`src/rtl/tbp_pkg.sv`:
```
package tbp_pkg;
  typedef logic [1:0] ctr2_t;

  localparam ctr2_t CTR_MIN     = 2'b00;
  localparam ctr2_t CTR_WEAK_LO = 2'b01;
  localparam ctr2_t CTR_MAX     = 2'b11;

  // Saturating step toward "up" (1) or "down" (0).
  function automatic ctr2_t ctr_step(ctr2_t c, logic up);
    ctr2_t r;
    if (up) r = (c == CTR_MAX) ? CTR_MAX : c + 2'd1;
    else    r = (c == CTR_MIN) ? CTR_MIN : c - 2'd1;
    return r;
  endfunction

  function automatic logic ctr_dir(ctr2_t c);
    return c[1];
  endfunction
endpackage

```
`src/rtl/tbp_ctr_table.sv`:
```
module tbp_ctr_table
  import tbp_pkg::*;
#(
  parameter int    IDX_W   = 6,
  parameter ctr2_t RST_VAL = CTR_WEAK_LO
) (
  input  logic             clk,
  input  logic             rst_n,
  input  logic [IDX_W-1:0] rd_idx,
  output ctr2_t            rd_val,
  input  logic             wr_en,
  input  logic [IDX_W-1:0] wr_idx,
  input  logic             wr_up
);
  localparam int DEPTH = 1 << IDX_W;

  ctr2_t mem [DEPTH];

  assign rd_val = mem[rd_idx];

  always_ff @(posedge clk) begin
    if (!rst_n) begin
      for (int i = 0; i < DEPTH; i++) mem[i] <= RST_VAL;
    end else if (wr_en) begin
      mem[wr_idx] <= ctr_step(mem[wr_idx], wr_up);
    end
  end

  AST_TBL_HOLD: assert property (@(posedge clk) disable iff (!rst_n)
    !wr_en |=> mem[$past(wr_idx)] == $past(mem[wr_idx]));

  AST_SAT_HIGH: assert property (@(posedge clk) disable iff (!rst_n)
    (wr_en && wr_up && mem[wr_idx] == CTR_MAX) |=> mem[$past(wr_idx)] == CTR_MAX);

  AST_SAT_LOW: assert property (@(posedge clk) disable iff (!rst_n)
    (wr_en && !wr_up && mem[wr_idx] == CTR_MIN) |=> mem[$past(wr_idx)] == CTR_MIN);
endmodule

```
`src/rtl/tbp_hist.sv`:
```
module tbp_hist #(
  parameter int W = 4
) (
  input  logic         clk,
  input  logic         rst_n,
  input  logic         shift_en,
  input  logic         bit_in,
  output logic [W-1:0] hist
);
  always_ff @(posedge clk) begin
    if (!rst_n)        hist <= '0;
    else if (shift_en) hist <= {hist[W-2:0], bit_in};
  end

  AST_HIST_HOLD: assert property (@(posedge clk) disable iff (!rst_n)
    !shift_en |=> $stable(hist));

  AST_HIST_NEWEST: assert property (@(posedge clk) disable iff (!rst_n)
    shift_en |=> hist[0] == $past(bit_in));
endmodule

```
`src/rtl/tourn_bp.sv`:
```
module tourn_bp
  import tbp_pkg::*;
#(
  parameter int PC_W      = 32,
  parameter int ALIGN_W   = 2,
  parameter int LOC_IDX_W = 6,
  parameter int CORR_PC_W = 4,
  parameter int HIST_W    = 4
) (
  input  logic              clk,
  input  logic              rst_n,
  input  logic [PC_W-1:0]   lk_pc,
  output logic              lk_taken,
  output logic              lk_local_taken,
  output logic              lk_corr_taken,
  input  logic              upd_valid,
  input  logic [PC_W-1:0]   upd_pc,
  input  logic              upd_taken,
  input  logic              upd_local_taken,
  input  logic              upd_corr_taken,
  output logic [HIST_W-1:0] hist_o
);
  localparam int CORR_IDX_W = CORR_PC_W + HIST_W;

  logic [HIST_W-1:0]     hist;
  logic [LOC_IDX_W-1:0]  lk_loc_idx, up_loc_idx;
  logic [CORR_IDX_W-1:0] lk_cor_idx, up_cor_idx;
  ctr2_t                 loc_val, cor_val, cho_val;
  logic                  cho_wr;

  assign lk_loc_idx = lk_pc[ALIGN_W +: LOC_IDX_W];
  assign up_loc_idx = upd_pc[ALIGN_W +: LOC_IDX_W];
  assign lk_cor_idx = {lk_pc[ALIGN_W +: CORR_PC_W], hist};
  assign up_cor_idx = {upd_pc[ALIGN_W +: CORR_PC_W], hist};
  assign cho_wr     = upd_valid && (upd_local_taken != upd_corr_taken);

  tbp_ctr_table #(.IDX_W(LOC_IDX_W), .RST_VAL(CTR_WEAK_LO)) u_local (
    .clk(clk), .rst_n(rst_n), .rd_idx(lk_loc_idx), .rd_val(loc_val),
    .wr_en(upd_valid), .wr_idx(up_loc_idx), .wr_up(upd_taken));

  tbp_ctr_table #(.IDX_W(CORR_IDX_W), .RST_VAL(CTR_WEAK_LO)) u_corr (
    .clk(clk), .rst_n(rst_n), .rd_idx(lk_cor_idx), .rd_val(cor_val),
    .wr_en(upd_valid), .wr_idx(up_cor_idx), .wr_up(upd_taken));

  tbp_ctr_table #(.IDX_W(LOC_IDX_W), .RST_VAL(CTR_WEAK_LO)) u_choose (
    .clk(clk), .rst_n(rst_n), .rd_idx(lk_loc_idx), .rd_val(cho_val),
    .wr_en(cho_wr), .wr_idx(up_loc_idx), .wr_up(upd_corr_taken == upd_taken));

  tbp_hist #(.W(HIST_W)) u_hist (
    .clk(clk), .rst_n(rst_n), .shift_en(upd_valid), .bit_in(upd_taken), .hist(hist));

  assign lk_local_taken = ctr_dir(loc_val);
  assign lk_corr_taken  = ctr_dir(cor_val);
  assign lk_taken       = ctr_dir(cho_val) ? lk_corr_taken : lk_local_taken;
  assign hist_o         = hist;

  AST_HIST_OLDER: assert property (@(posedge clk) disable iff (!rst_n)
    upd_valid |=> hist_o[HIST_W-1:1] == $past(hist_o[HIST_W-2:0]));
endmodule

```
`config.mk`:
```
export PLATFORM = sky130hd
export DESIGN_NAME = tourn_bp
export DESIGN_NICKNAME = d
export VERILOG_FILES = /design/src/rtl/tbp_pkg.sv /design/src/rtl/tbp_ctr_table.sv /design/src/rtl/tbp_hist.sv /design/src/rtl/tourn_bp.sv
export SDC_FILE = /design/constraint.sdc
export NUM_CORES = 1
export LEC_CHECK = 0
export ABC_AREA = 1
export BUFFER_PORTS_ARGS = -buffer_cell sky130_fd_sc_hd__buf_2
export CELL_PAD_IN_SITES_DETAIL_PLACEMENT = 1
export CELL_PAD_IN_SITES_GLOBAL_PLACEMENT = 1
export CORE_ASPECT_RATIO = 1.75
export CORE_MARGIN = 1
export CORE_UTILIZATION = 44
export CTS_CLUSTER_SIZE = 14
export DETAILED_ROUTE_END_ITERATION = 16
export PLACE_DENSITY_LB_ADDON = 0.1
export SLEW_MARGIN = 15
export SYNTH_ARGS = -nofsm -noshare
export SYNTH_HDL_FRONTEND = slang
export SYNTH_SLANG_ARGS = --single-unit
```
`constraint.sdc`:
```
create_clock -name clk -period 2.4 [get_ports clk]
set_input_delay 0.12 -clock clk [delete_from_list [all_inputs] [get_ports clk]]
set_output_delay 0.12 -clock clk [all_outputs]
set_load 0.01 [all_outputs]
```
==> impl_metrics.toml <==
[worst_setup_path]
path_class = "reg -> reg"
cp_data_required_time_ns = 2.82
crit_arrival_ns = 3.77
cp_max_fo = 16
critPathCaptureType = "flip-flop"
slowest_delay_ns = 0.39
start_kind = "flip-flop"
r2r_start = "u_hist.hist[0]$_SDFFE_PN0P_"
startpoint = "u_hist.hist[0]$_SDFFE_PN0P_"
path_cells = "buf_6 > nand2_8 > clkinv_8 > buf_12 > buf_12 > nand2_1 > nand4_1 > nand2_1 > nand2_2 > o21ai_1 > buf_4 > a21oi_1 > nor2_1 > nand2_2 > nor2_4 > nand2_8 > nand2_8 > buf_12 > buf_12 > buf_12 > clkbuf_16 > nor2_1"
slowest_stage = "dfxtp_4"
crit_path_frequent_cell = "buf_12"

[final_layout]
multi_input_area_sq_um = 14900
fin_util_pct = 55.6
mostFrequentLayoutCell = "nand2_1"
mostFrequentLayoutCells = "1,401 x nand2_1, 837 x nor2_1, 768 x edfxtp_1"
layout.nets = 5184
syn2layout_area_growth_pct = 24.6
drive_gt1_share_pct = 16.0
fillers = 10400
fin_area_sq_um = 50500
regArea_sq_um = 23200

[clock_tree]
cts_buffers = 76
cts_root_buf = "clkbuf_16"
tritoncts = "done"
clk_pin_slew_ns = 0.07
clk_latency_ns = 0.67
ctsLongestPathBuffers = 3
clkSinkCount = 772
cts_htree_levels = 3

[yosys]
syn_inst = 4884
synth_ff_type = "edfxtp_1"
synth_edf_count = 768
synth_cell_type_count = 32
avgSynthCellArea_sq_um = 8.30
yosysWarnings = 0
synth_nets = 4954
synthesis.area_sq_um = 40500
ys_ff_latch = 772
yosysSeqAreaShare_pct = 57.1
ys_async_sr_fraction_pct = 0

[power_and_ir_drop]
power_density_nw_per_um2 = 684
peakVddDrop_uv = 497
p_leak_nw = 18.4

[floorplanning]
dieArea_sq_um = 93300
dieHeight_um = 403
ios = 77
coreArea_sq_um = 90800
die_x_um = 231
row_count = 146
initial_core_util_pct = 44.6

[timing]
drv_slew = 0
grt_setup_unrepaired = "yes"
fin_ws_ns = -0.947
fin_crit_ns = 3.35
fin_skew_ns = 0.0247
period_share_pct = 139
hold_viol = 0
worstMarginPinSlew_ns = 0.730
slew_headroom_pct = 51.3
setup_viol = 957
tns_ns = -487.54
clock.fmax_mhz = 299

[global_routing]
busiest_layer = "met2"
grt_max_degree = 128
met3_usage_pct = 3.72
grt_overflow = 0
met2_usage_pct = 63.0
grt_pass1_wl_um = 237000
grt_usage_pct = 34.7
use_met1_pct = 36.1
antenna_found_initial = 2
grt_pass1_vias = 38700

[route]
drc_errors = 0
ant_nets = 0
dr.first_iter.drc_count = 2850
first_pass_iters = 5
via_per_inst = 5.81
routedWlPerCell_um = 26.6
wirelength_um = 169000
via_count = 36900

[place]
gp_congestion = 0.877
placed_cell_area_sq_um = 44700
port_buffers = 24
dp_hpwl_um = 104000

[worst_hold_path]
hold_start = "rst_n"
hp-class = "in -> reg"

[flow_run]
drv_cap = 0

[run_status]
run_status = "finished, violations left"
failed_checks = "negative setup slack"
registers in the layout (all words and copies together) (netlist names):
register	flops
u_local.mem	128
u_hist.hist	4
u_corr.mem	512
u_choose.mem	128
final timing paths:
path                                                     endpoint  slack (ns)  depth (start not counted)
worst max-delay path             u_corr.mem[159][1]$_SDFFCE_PN0P_       -0.95                         22
worst min register to register        u_hist.hist[3]$_SDFFE_PN0P_        0.69                          3
worst min-delay path            u_choose.mem[11][1]$_SDFFCE_PN0P_        0.14                          3
worst max register to register   u_corr.mem[159][1]$_SDFFCE_PN0P_       -0.95                         22
per-layer routing:
metal	vias up	wire length [um]	part of all wire, %
met5	-	0	0
met4	0	16200	9.6
met3	646	10000	5.9
met2	1526	87400	52
met1	18400	55300	33
li1	16300	-	-
critical path, delay by kind of cell (launching register included):
kind                   cells  cell delay [ns]
buffers and inverters      9             1.29
AO/OA/AOI/OAI              2             0.26
AND/OR/NAND/NOR           11             1.13
flip-flops                 1             0.39
report_power, final:
| group | total (mW) | switching, mW | internal, mW |
|---|---|---|---|
| logic | 7.63 | 4.49 | 3.14 |
| clock network | 11.7 | 5.41 | 6.34 |
| registers | 15.2 | 0.131 | 15.0 |
logic make-up (layout without fill, tap and decap cells):
| family | count (synthesis) | count (layout) | share of synthesized area (%) |
|---|---|---|---|
| buf+inv | 841 | 1125 | 8.50 |
| compound gates | 306 | 306 | 4.89 |
| mux | 1 | 1 | 0.0278 |
| other cells | 0 | 1 | 0 |
| xor+xnor | 2 | 2 | 0.0432 |
| simple gates | 2962 | 2964 | 29.4 |
| flops | 772 | 772 | 57.1 |
timing repair:
action,4_1_cts,5_1_grt
gates resized for setup,230,103
hold buffers,2,0
buffers inserted,62,15
setup endpoints to repair,753,1102
pin swaps,43,50
gates cloned,34,30
endpoints found under the hold margin,4,0
stage by stage:
| stage | cells | setup slack [ns] | total power, mW | hold WS (ns) |
|---|---|---|---|---|
| floorplan | 4884 | -0.00707 | 18.1 | 0.285 |
| CTS | 6314 | -0.752 | 33.8 | 0.101 |
| finish | 6355 | -0.947 | 34.6 | 0.139 |
| detailed placement | 6084 | -0.935 | 20.6 | 0.551 |
| global placement | 6084 | -0.862 | 20.5 | 0.551 |
| global route | 6354 | -1.01 | 35.3 | 0.160 |
synth_stat cells (4+ instances only):
cell / count / area (sq um)
dfxtp_1: 4 / 80.1
inv_1: 469 / 1760
clkinv_1: 4 / 15.0
buf_2: 126 / 631
nor2_1: 929 / 3490
buf_4: 32 / 240
buf_1: 12 / 45.0
nand3_1: 492 / 2460
o21ai_0: 55 / 275
or2_1: 5 / 31.3
o21ai_1: 19 / 95.1
nand2_1: 1468 / 5510
clkbuf_1: 190 / 713
nand4_1: 49 / 307
a21oi_1: 43 / 215
inv_2: 7 / 26.3
o22ai_1: 18 / 113
edfxtp_1: 768 / 23100
a22oi_1: 166 / 1250
nor3_1: 10 / 50.1
cell type report:
class                   count  share of cell area (%)
flip-flops and latches    772                    45.8
multi-input cells        3273                    29.4
repair buffers            511                    13.6
clock buffers              99                    3.98
inverters                 480                    3.63
well taps                1184                    2.93
clock inverters            35                   0.567
diodes                      1                 0.00496
Power figures use the tool's default switching activity.
